`src/rtl/cvc_pkg.sv`:
```
package cvc_pkg;
    localparam int CVC_W = 32;

    typedef enum logic [2:0] {
        ST_IDLE,
        ST_LINE_GO,
        ST_LINE_WAIT,
        ST_RATIO_GO,
        ST_RATIO_WAIT
    } cvc_state_t;

    typedef struct packed {
        logic signed [CVC_W-1:0] dv;   // V0 - V1
        logic        [CVC_W-1:0] da;   // A0 - A1
        logic signed [CVC_W-1:0] a1;
        logic signed [CVC_W-1:0] v1;
    } cvc_line_t;

    typedef struct packed {
        logic [CVC_W-1:0] num;
        logic [CVC_W-1:0] den;
    } cvc_ratio_t;
endpackage

```
`src/rtl/cvc_line_sel.sv`:
```
module cvc_line_sel
    import cvc_pkg::*;
#(
    parameter int CHAN_W   = 5,
    parameter int HI_CHAN  = 5,
    parameter int HI_V0    = 4200,
    parameter int HI_A0    = 3310,
    parameter int HI_V1    = 3600,
    parameter int HI_A1    = 2832,
    parameter int LO_V0    = 1000,
    parameter int LO_A0    = 3413,
    parameter int LO_V1    = 100,
    parameter int LO_A1    = 341
) (
    input  logic [CHAN_W-1:0] chan,
    output cvc_line_t         line
);
    always_comb begin
        if (int'(chan) == HI_CHAN) begin
            line.dv = CVC_W'(HI_V0 - HI_V1);
            line.da = CVC_W'(HI_A0 - HI_A1);
            line.a1 = CVC_W'(HI_A1);
            line.v1 = CVC_W'(HI_V1);
        end else begin
            line.dv = CVC_W'(LO_V0 - LO_V1);
            line.da = CVC_W'(LO_A0 - LO_A1);
            line.a1 = CVC_W'(LO_A1);
            line.v1 = CVC_W'(LO_V1);
        end
    end
endmodule

```
`src/rtl/cvc_ratio_sel.sv`:
```
module cvc_ratio_sel
    import cvc_pkg::*;
#(
    parameter int CHAN_W  = 5,
    parameter int SCALE_W = 3
) (
    input  logic [CHAN_W-1:0]  chan,
    input  logic [SCALE_W-1:0] scale,
    output cvc_ratio_t         ratio
);
    logic scaled;
    assign scaled = |scale;

    always_comb begin
        ratio.num = CVC_W'(1);
        ratio.den = CVC_W'(1);
        case (int'(chan))
            2, 3, 4: if (scaled) begin
                ratio.num = CVC_W'(400);
                ratio.den = CVC_W'(1025);
            end
            7, 8: if (scaled) begin
                ratio.num = CVC_W'(100);
                ratio.den = CVC_W'(125);
            end
            5: begin
                ratio.num = CVC_W'(7);
                ratio.den = CVC_W'(29);
            end
            6: begin
                ratio.num = CVC_W'(375);
                ratio.den = CVC_W'(9000);
            end
            19: begin
                ratio.num = CVC_W'(1);
                ratio.den = CVC_W'(3);
            end
            default: ;
        endcase
    end
endmodule

```
`src/rtl/cvc_divider.sv`:
```
module cvc_divider #(
    parameter int W = 32
) (
    input  logic         clk,
    input  logic         rst_n,
    input  logic         start,
    input  logic [W-1:0] dividend,
    input  logic [W-1:0] divisor,
    output logic [W-1:0] quo,
    output logic         busy,
    output logic         done
);
    localparam int CNT_W = $clog2(W + 1);

    logic [W-1:0]     rem;
    logic [W-1:0]     dsr;
    logic [CNT_W-1:0] cnt;
    logic [W:0]       part;
    logic [W:0]       trial;

    assign part  = {rem, quo[W-1]};
    assign trial = part - {1'b0, dsr};

    always_ff @(posedge clk) begin
        if (!rst_n) begin
            rem  <= '0;
            quo  <= '0;
            dsr  <= '0;
            cnt  <= '0;
            busy <= 1'b0;
            done <= 1'b0;
        end else begin
            done <= 1'b0;
            if (start) begin
                rem  <= '0;
                quo  <= dividend;
                dsr  <= divisor;
                cnt  <= CNT_W'(W);
                busy <= 1'b1;
            end else if (busy) begin
                if (!trial[W]) begin
                    rem <= trial[W-1:0];
                    quo <= {quo[W-2:0], 1'b1};
                end else begin
                    rem <= part[W-1:0];
                    quo <= {quo[W-2:0], 1'b0};
                end
                cnt <= cnt - 1'b1;
                if (cnt == CNT_W'(1)) begin
                    busy <= 1'b0;
                    done <= 1'b1;
                end
            end
        end
    end
endmodule

```
`src/rtl/cal_volt_conv.sv`:
```
module cal_volt_conv
    import cvc_pkg::*;
#(
    parameter int CODE_W     = 12,
    parameter int CHAN_W     = 5,
    parameter int SCALE_W    = 3,
    parameter int HI_CHAN    = 5,
    parameter int DIRECT_CHAN = 1
) (
    input  logic               clk,
    input  logic               rst_n,
    input  logic               in_valid,
    output logic               in_ready,
    input  logic [CODE_W-1:0]  in_code,
    input  logic [CHAN_W-1:0]  in_chan,
    input  logic [SCALE_W-1:0] in_scale,
    output logic               out_valid,
    output logic [CVC_W-1:0]   out_mv
);
    cvc_state_t st, st_nxt;

    logic [CODE_W-1:0]  code_r;
    logic [CHAN_W-1:0]  chan_r;
    logic [SCALE_W-1:0] scale_r;
    logic [CVC_W-1:0]   v_r;

    cvc_line_t  line;
    cvc_ratio_t ratio;

    logic signed [CVC_W-1:0] code_ext;
    logic signed [CVC_W-1:0] prod;
    logic                    prod_neg;
    logic        [CVC_W-1:0] prod_mag;
    logic signed [CVC_W-1:0] q_signed;
    logic signed [CVC_W-1:0] v_sum;
    logic        [CVC_W-1:0] v_clamp;
    logic                    direct;

    logic             div_start;
    logic [CVC_W-1:0] div_dividend;
    logic [CVC_W-1:0] div_divisor;
    logic [CVC_W-1:0] div_quo;
    logic             div_busy;
    logic             div_done;

    cvc_line_sel #(.CHAN_W(CHAN_W), .HI_CHAN(HI_CHAN)) u_line (
        .chan (chan_r),
        .line (line)
    );

    cvc_ratio_sel #(.CHAN_W(CHAN_W), .SCALE_W(SCALE_W)) u_ratio (
        .chan  (chan_r),
        .scale (scale_r),
        .ratio (ratio)
    );

    cvc_divider #(.W(CVC_W)) u_div (
        .clk      (clk),
        .rst_n    (rst_n),
        .start    (div_start),
        .dividend (div_dividend),
        .divisor  (div_divisor),
        .quo      (div_quo),
        .busy     (div_busy),
        .done     (div_done)
    );

    // line arithmetic: signed numerator, magnitude division, sign restored
    assign code_ext = $signed(CVC_W'(code_r));
    assign prod     = line.dv * (code_ext - line.a1);
    assign prod_neg = prod[CVC_W-1];
    assign prod_mag = prod_neg ? CVC_W'(-prod) : CVC_W'(prod);
    assign q_signed = prod_neg ? -$signed(div_quo) : $signed(div_quo);
    assign v_sum    = q_signed + line.v1;
    assign v_clamp  = v_sum[CVC_W-1] ? '0 : CVC_W'(v_sum);
    assign direct   = (int'(chan_r) == HI_CHAN) || (int'(chan_r) == DIRECT_CHAN);

    assign div_start    = (st == ST_LINE_GO) || (st == ST_RATIO_GO);
    assign div_dividend = (st == ST_LINE_GO) ? prod_mag
                                             : (v_r * ratio.den + (ratio.num >> 1));
    assign div_divisor  = (st == ST_LINE_GO) ? line.da : ratio.num;
    assign in_ready     = (st == ST_IDLE);

    always_ff @(posedge clk) begin
        if (!rst_n) st <= ST_IDLE;
        else        st <= st_nxt;
    end

    always_comb begin
        st_nxt = st;
        unique case (st)
            ST_IDLE:       if (in_valid) st_nxt = ST_LINE_GO;
            ST_LINE_GO:    st_nxt = ST_LINE_WAIT;
            ST_LINE_WAIT:  if (div_done) st_nxt = direct ? ST_IDLE : ST_RATIO_GO;
            ST_RATIO_GO:   st_nxt = ST_RATIO_WAIT;
            ST_RATIO_WAIT: if (div_done) st_nxt = ST_IDLE;
            default:       st_nxt = ST_IDLE;
        endcase
    end

    always_ff @(posedge clk) begin
        if (!rst_n) begin
            code_r    <= '0;
            chan_r    <= '0;
            scale_r   <= '0;
            v_r       <= '0;
            out_mv    <= '0;
            out_valid <= 1'b0;
        end else begin
            out_valid <= 1'b0;
            unique case (st)
                ST_IDLE: if (in_valid) begin
                    code_r  <= in_code;
                    chan_r  <= in_chan;
                    scale_r <= in_scale;
                end
                ST_LINE_WAIT: if (div_done) begin
                    v_r <= v_clamp;
                    if (direct) begin
                        out_mv    <= v_clamp;
                        out_valid <= 1'b1;
                    end
                end
                ST_RATIO_WAIT: if (div_done) begin
                    out_mv    <= div_quo;
                    out_valid <= 1'b1;
                end
                default: ;
            endcase
        end
    end
endmodule

```
`config.mk`:
```
export PLATFORM = sky130hd
export DESIGN_NAME = cal_volt_conv
export DESIGN_NICKNAME = d
export VERILOG_FILES = /design/src/rtl/cvc_pkg.sv /design/src/rtl/cvc_line_sel.sv /design/src/rtl/cvc_ratio_sel.sv /design/src/rtl/cvc_divider.sv /design/src/rtl/cal_volt_conv.sv
export SDC_FILE = /design/constraint.sdc
export NUM_CORES = 1
export LEC_CHECK = 0
export BUFFER_PORTS_ARGS = -buffer_cell sky130_fd_sc_hd__buf_2
export CAP_MARGIN = 40
export CORE_UTILIZATION = 56
export DETAILED_ROUTE_END_ITERATION = 8
export MAX_ROUTING_LAYER = met4
export PLACE_DENSITY = 0.76
export SETUP_SLACK_MARGIN = 0.5
export SYNTH_ARGS = -nofsm -noshare
export SYNTH_HDL_FRONTEND = slang
export SYNTH_SLANG_ARGS = --single-unit
```
`constraint.sdc`:
```
create_clock -name clk -period 10.59 [get_ports clk]
set_clock_uncertainty 0.05 [all_clocks]
set_input_delay 3.177 -clock clk [delete_from_list [all_inputs] [get_ports clk]]
set_output_delay 3.177 -clock clk [all_outputs]
set_load 0.05 [all_outputs]
```
Word level (Yosys, flattened, before mapping)
Cells that the tools add are included.
- flip-flop bits (word level): 192
- latch bits: 0
- RAM bits: 0
- bits in read-only memories: 0
- bits of input ports: 23
- output and inout port bits: 34
- logic and storage cells: 90
- memories: 0
- add/subtract/negate cells: 7
- multipliers: 2
- div/mod/pow operators: 0
- order comparisons: 0
- equal/unequal tests: 19
- shifts and indexed selects: 0
- multiplexer cells: 32
- bitwise operators: 2
- reductions and logical operators: 14
- operators with widths (cell ; count):
    32-bit two-way mux ; 10
    64-bit case mux with 5 select lines ; 1
    105-bit two-way mux ; 1
    32-bit by 32-bit multiplier with 32-bit output ; 2
    32-bit negator ; 2
    32-bit case mux with 2 select lines ; 1
    41-bit two-way mux ; 1
    39-bit two-way mux ; 1
    33-bit by 32-bit subtractor with 33-bit output ; 1
    32-bit by 31-bit adder with 32-bit output ; 1
    32-bit adder ; 1
    13-bit by 32-bit subtractor with 32-bit output ; 1
    31-bit two-way mux ; 1
    5-bit by 3-bit == test with 1-bit output, second input constant ; 4
    5-bit by 2-bit == test with 1-bit output, second input constant ; 3
    3-bit case mux with 5 select lines ; 1
    6-bit two-way mux ; 2
    5-bit by 4-bit == test with 1-bit output, second input constant ; 2
    3-bit two-way mux ; 3
    3-bit OR reduction ; 3
    1-bit two-way mux ; 8
    3-bit by 2-bit == test with 1-bit output, second input constant ; 2
    6-bit by 1-bit == test with 1-bit output, second input constant ; 1
    6-bit by 1-bit subtractor with 6-bit output, second input constant ; 1
    15 further kinds ; 22

Depth between registers and ports, before layout
- word-level depth: 10
- depth in mapped cells: 50

Modules after synthesis
A second synthesis with hierarchy kept.
- cells, all modules: 5671
- area total of the unflattened synthesis: 47754.6 µm²
- by module, submodules not included (module ; times used ; cells an instance ; area each (µm²) ; sequential area each (µm²)):
    cal_volt_conv ; 1 ; 4723 ; 39864.5 ; 1741.7
    cvc_divider ; 1 ; 725 ; 6293.5 ; 2082.0
    cvc_line_sel ; 1 ; 131 ; 978.4 ; 0.0
    cvc_ratio_sel ; 1 ; 92 ; 618.1 ; 0.0

Worst setup path before layout
OpenSTA, ideal clock, no wires.
- kind: reg-to-reg
- start point: register chan_r[4]
- end point: register out_mv[24]
- arrival time: 11593 ps
- required time: 10466 ps
- slack: -1127 ps
- stages on the path, launching flop included: 45
- buffers on the path: 7
- clock period less this slack: 11717 ps
- path through: dfxtp_1 buf_2 nor4b_4 nand2_1 inv_2 clkbuf_1 buf_1 ha_1 a211o_1 a21oi_1 o21ai_0 a21oi_1 clkbuf_1 and2_1 inv_1 fa_1 inv_1 fa_1 (+9 left out) nand2_1 clkbuf_1 clkbuf_1 clkbuf_1 o21ai_0 xnor2_1 ha_1 a21o_1 a21oi_1 nor2_1 o211ai_1 nand4_1 a211oi_1 nor3_1 nor3_1 o221ai_1 a311o_1 a31oi_1
- word-level cells in the longest chain between the ends: 10
- ends and longest elaborated chain (item ; RTL line ; RTL):
    start, declared ; cal_volt_conv.sv:23 ; logic [CHAN_W-1:0] chan_r;
    start signal, assigned ; cal_volt_conv.sv:114 ; chan_r <= in_chan;
    5-bit by 4-bit == test with 1-bit output ; cvc_line_sel.sv:19, cal_volt_conv.sv:76 ;
    105-bit two-way mux ; cvc_line_sel.sv:19 ; if (int'(chan) == HI_CHAN) begin
    13-bit by 32-bit subtractor with 32-bit output ; cal_volt_conv.sv:70 ; assign prod = line.dv * (code_ext - line.a1);
    32-bit by 32-bit multiplier with 32-bit output ; cal_volt_conv.sv:70 ;
    32-bit two-way mux ; cal_volt_conv.sv:73 ; assign q_signed = prod_neg ? -$signed(div_quo) : $signed(div_quo);
    32-bit adder ; cal_volt_conv.sv:74 ; assign v_sum = q_signed + line.v1;
    31-bit two-way mux ; cal_volt_conv.sv:75 ; assign v_clamp = v_sum[CVC_W-1] ? '0 : CVC_W'(v_sum);
    32-bit two-way mux ; cal_volt_conv.sv:119 ; if (direct) begin
    32-bit two-way mux ; cal_volt_conv.sv:117 ; ST_LINE_WAIT: if (div_done) begin
    32-bit case mux with 2 select lines ; cal_volt_conv.sv:111 ; unique case (st)
    end signal, assigned ; cal_volt_conv.sv:120 ; out_mv <= v_clamp;
    end signal, assigned ; cal_volt_conv.sv:125 ; out_mv <= div_quo;
    end, declared ; cal_volt_conv.sv:18 ; output logic [CVC_W-1:0] out_mv
Several ways; a longest one is shown, not always the timed one. The select of a mux whose other input is x is not followed.
A chain may end at the register's enable or synchronous reset.

Worst setup path after layout
- start point: register chan_r[1]
- end point: register out_mv[18]
The elaborated chain is that of the path after synthesis.

==> tab_implementation.tex <==
\begin{tabular}{lr}
\hline
Metric & Value \\
\hline
\multicolumn{2}{l}{\textbf{Status}} \\
Status & complete, no violations \\
\multicolumn{2}{l}{\textbf{Placed design}} \\
Placed Instances & 3722 \\
Half-perimeter wire length of the detailed placement result & 60310 um \\
Place WS & 0.01172 ns \\
GPL Wtd Cong & 1.031 \\
Port Buffer Count & 56 \\
\multicolumn{2}{l}{\textbf{Cells and area}} \\
Number of inserted filler cells in the final layout & 4008 \\
Final net count & 3829 \\
Proportion of layout cells with a drive suffix above 1 & 9.586\% \\
Area added between synthesis and finish & 9.400\% \\
Utilization after layout & 62.03\% \\
Filler-free cell count of the finished design & 3801 \\
\multicolumn{2}{l}{\textbf{Detailed routing}} \\
Vias & 22350 \\
Average via count per standard cell & 5.879 \\
First-iteration detailed-routing DRC count & 1581 \\
Residual DRC count & 0 \\
TritonRoute pass-1 iters & 5 \\
Wire length after detailed routing & 75790 um \\
Average wire per standard cell & 19.94 um \\
Count of nets left with antenna violations after detail routing & 0 \\
\multicolumn{2}{l}{\textbf{STA}} \\
Setup repair after global routing missed its margin & yes \\
Peak clock frequency supported by timing & 101.6 MHz \\
Number of hold-slack violations in the final timing report & 0 \\
Count of endpoints failing setup in the final report & 0 \\
Slew headroom & 37.08\% \\
Number of max-slew violations in the final report & 0 \\
Setup TNS & 0 ns \\
Minimum clock period after layout & 9.841 ns \\
PnR worst setup slack & 0.7492 ns \\
Transition time at the pin with the least slew margin & 0.9376 ns \\
Final critical-path share of the clock period & 92.93\% \\
\multicolumn{2}{l}{\textbf{Worst setup path}} \\
Highest net fanout along the worst path & 7 \\
CP arrival & 10.17 ns \\
Delay of the slowest cell on the worst path & 0.58 ns \\
Critical path required time & 10.92 ns \\
Slowest cell on crit path & fa\_1 \\
Startpoint type of the worst setup path & flop \\
Element type at the critical path end & flop \\
Crit Path Class & flop to flop \\
\multicolumn{2}{l}{\textbf{Global route}} \\
Antenna violations before repair & 2 \\
Pin count of the biggest net entering global routing & 78 \\
First-pass GRT wire length & 120900 um \\
Gr usage total & 33.22\% \\
Met2 track demand over resource in global routing & 56.75\% \\
M3 GR Usage & 3.493\% \\
Layer with the highest usage & met2 \\
Vias in the first global route & 22850 \\
Overall overflow remaining after global route & 0 \\
Global Route met1 Usage & 40.25\% \\
\multicolumn{2}{l}{\textbf{CTS}} \\
Worst-Skew Late Latency & 0.47 ns \\
CTS tree & yes \\
Num CTS Buffers & 17 \\
Clock Pin Slew Worst Setup and Hold Paths & 0.07 ns \\
CTS H-tree depth & 4 \\
Total number of clock tree sinks & 168 \\
Buffer cell driving the clock tree root & clkbuf\_16 \\
Maximum root-to-sink buffer count & 2 \\
\multicolumn{2}{l}{\textbf{Synth}} \\
Synth cell types & 92 \\
Synthesized instance count & 3154 \\
Top cell type's share of synthesized area & 24.95\% \\
Area contributors post-synth & fa\_1 (25\%), ha\_1 (14\%), dfxtp\_1 (13\%) \\
Fraction of the yosys area taken by sequential cells & 12.74\% \\
Share of synthesized registers carrying an async set or reset & 0\% \\
YS warnings & 0 \\
Number of synthesized register bits & 168 \\
Dominant cell by count in the synthesized netlist & inv\_1 \\
Most frequently used flop master after synthesis & dfxtp\_1 \\
Biggest area consumer among synthesized cells & fa\_1 \\
Total standard cell area after synthesis & 0.02640 mm\^{}2 \\
Average footprint of a synthesized cell & 8.369 um\^{}2 \\
Commonest cells in the netlist & inv\_1 (488), fa\_1 (329), ha\_1 (298) \\
Post-synth EDFFs & 0 \\
\multicolumn{2}{l}{\textbf{Die}} \\
Die Footprint & 0.04801 mm\^{}2 \\
Core area & 0.04656 mm\^{}2 \\
IO Count & 57 \\
Die boundary height & 219.1 um \\
Effective utilization at floorplan & 56.70\% \\
Die outline width & 219.1 um \\
Row cnt & 79 \\
\multicolumn{2}{l}{\textbf{Hold path}} \\
Worst hold-check path type & flop to flop \\
\multicolumn{2}{l}{\textbf{Job}} \\
Max Cap Violations & 0 \\
\hline
\end{tabular}
layout by cell type, fill, tap and decap left out, types with 23 or more instances in the layout:
cell and count:
buf_2 58, a21o_1 28, nor2b_1 75, a31oi_1 30, mux2i_1 23, ha_1 280, a211oi_1 50, inv_1 481
dfxtp_1 163, nor2_1 163, and2_1 154, fa_1 326, o21ai_0 112, nand2_1 232, xor2_1 50, nand3_1 93
xnor2_1 119, buf_4 76, nor3_1 45, a21oi_1 191
worst max-delay path, delay by kind of cell, from the launching register on:
family	cells	cell delay, ns
AO/OA/AOI/OAI	12	2.90
XOR/XNOR	2	0.32
adder cells (fa/ha/maj)	9	3.25
buffers and inverters	4	0.41
flip-flops	1	0.35
AND/OR/NAND/NOR	12	2.47
timing repair:
action / in CTS / in global routing
endpoints found under the hold margin: 0 / 0
pin swaps: 5 / 45
resized for setup: 8 / 78
setup endpoints to repair: 29 / 60
hold buffers: 0 / 0
cloned: 0 / 1
setup buffers: 3 / 40
stage by stage:
step	cell area (um^2)	hold WS [ns]
2_1_floorplan	26580	0.3848
3_3_place_gp	27380	0.3887
3_5_place_dp	27490	0.3931
4_1_cts	28120	0.4021
5_1_grt	28880	0.4305
6_report	28880	0.4015
layout make-up:
class,count,area (um^2),share of cell area (%)
multi-input cells,2354,21240,73.57
flip-flops and latches,168,3374,11.69
inverters,492,1857,6.430
well taps,607,759.5,2.630
clock inverters,12,118.9,0.4116
diodes,2,5.005,0.01733
clock buffers,20,446.7,1.547
repair buffers,146,1071,3.709
cell families after synthesis:
group / count (synthesis) / share of synthesized area, %
adder cells (fa/ha/maj): 627 / 39.08
other: 2 / 0.02845
AO/OA/AOI/OAI: 582 / 13.97
multiplexers: 28 / 1.081
flip-flops: 168 / 12.74
buffers and inverters: 634 / 9.040
XOR/XNOR: 174 / 5.802
AND/OR/NAND/NOR: 939 / 18.25
path summary, 6_finish.rpt:
check	slack, ns	endpoint	cells after the start	start
max	0.75	out_mv[18]$_SDFFE_PN0P_	39	chan_r[1]$_SDFFE_PN0P_
min	0.40	out_mv[31]$_SDFFE_PN0P_	2	out_mv[31]$_SDFFE_PN0P_
max reg2reg	0.75	out_mv[18]$_SDFFE_PN0P_	39	chan_r[1]$_SDFFE_PN0P_
min reg2reg	0.40	out_mv[31]$_SDFFE_PN0P_	2	out_mv[31]$_SDFFE_PN0P_
sequential cells by signal (all words and copies together), names as in the netlist, 3 cells and up:
signal and cells:
u_div.quo 32, scale_r 3, u_div.cnt 6, u_div.dsr 9
code_r 12, chan_r 5, st 3, v_r 31
u_div.rem 32, out_mv 32
metal layers:
metal / wire, um / part of all wire (%)
met5: 0 / 0
met3: 4027 / 5.3
met1: 31100 / 41
met2: 37560 / 50
met4: 3098 / 4.1
Power is not shown: default switching activity piles up to over one toggle a cycle in this logic, so the estimate is an artifact.
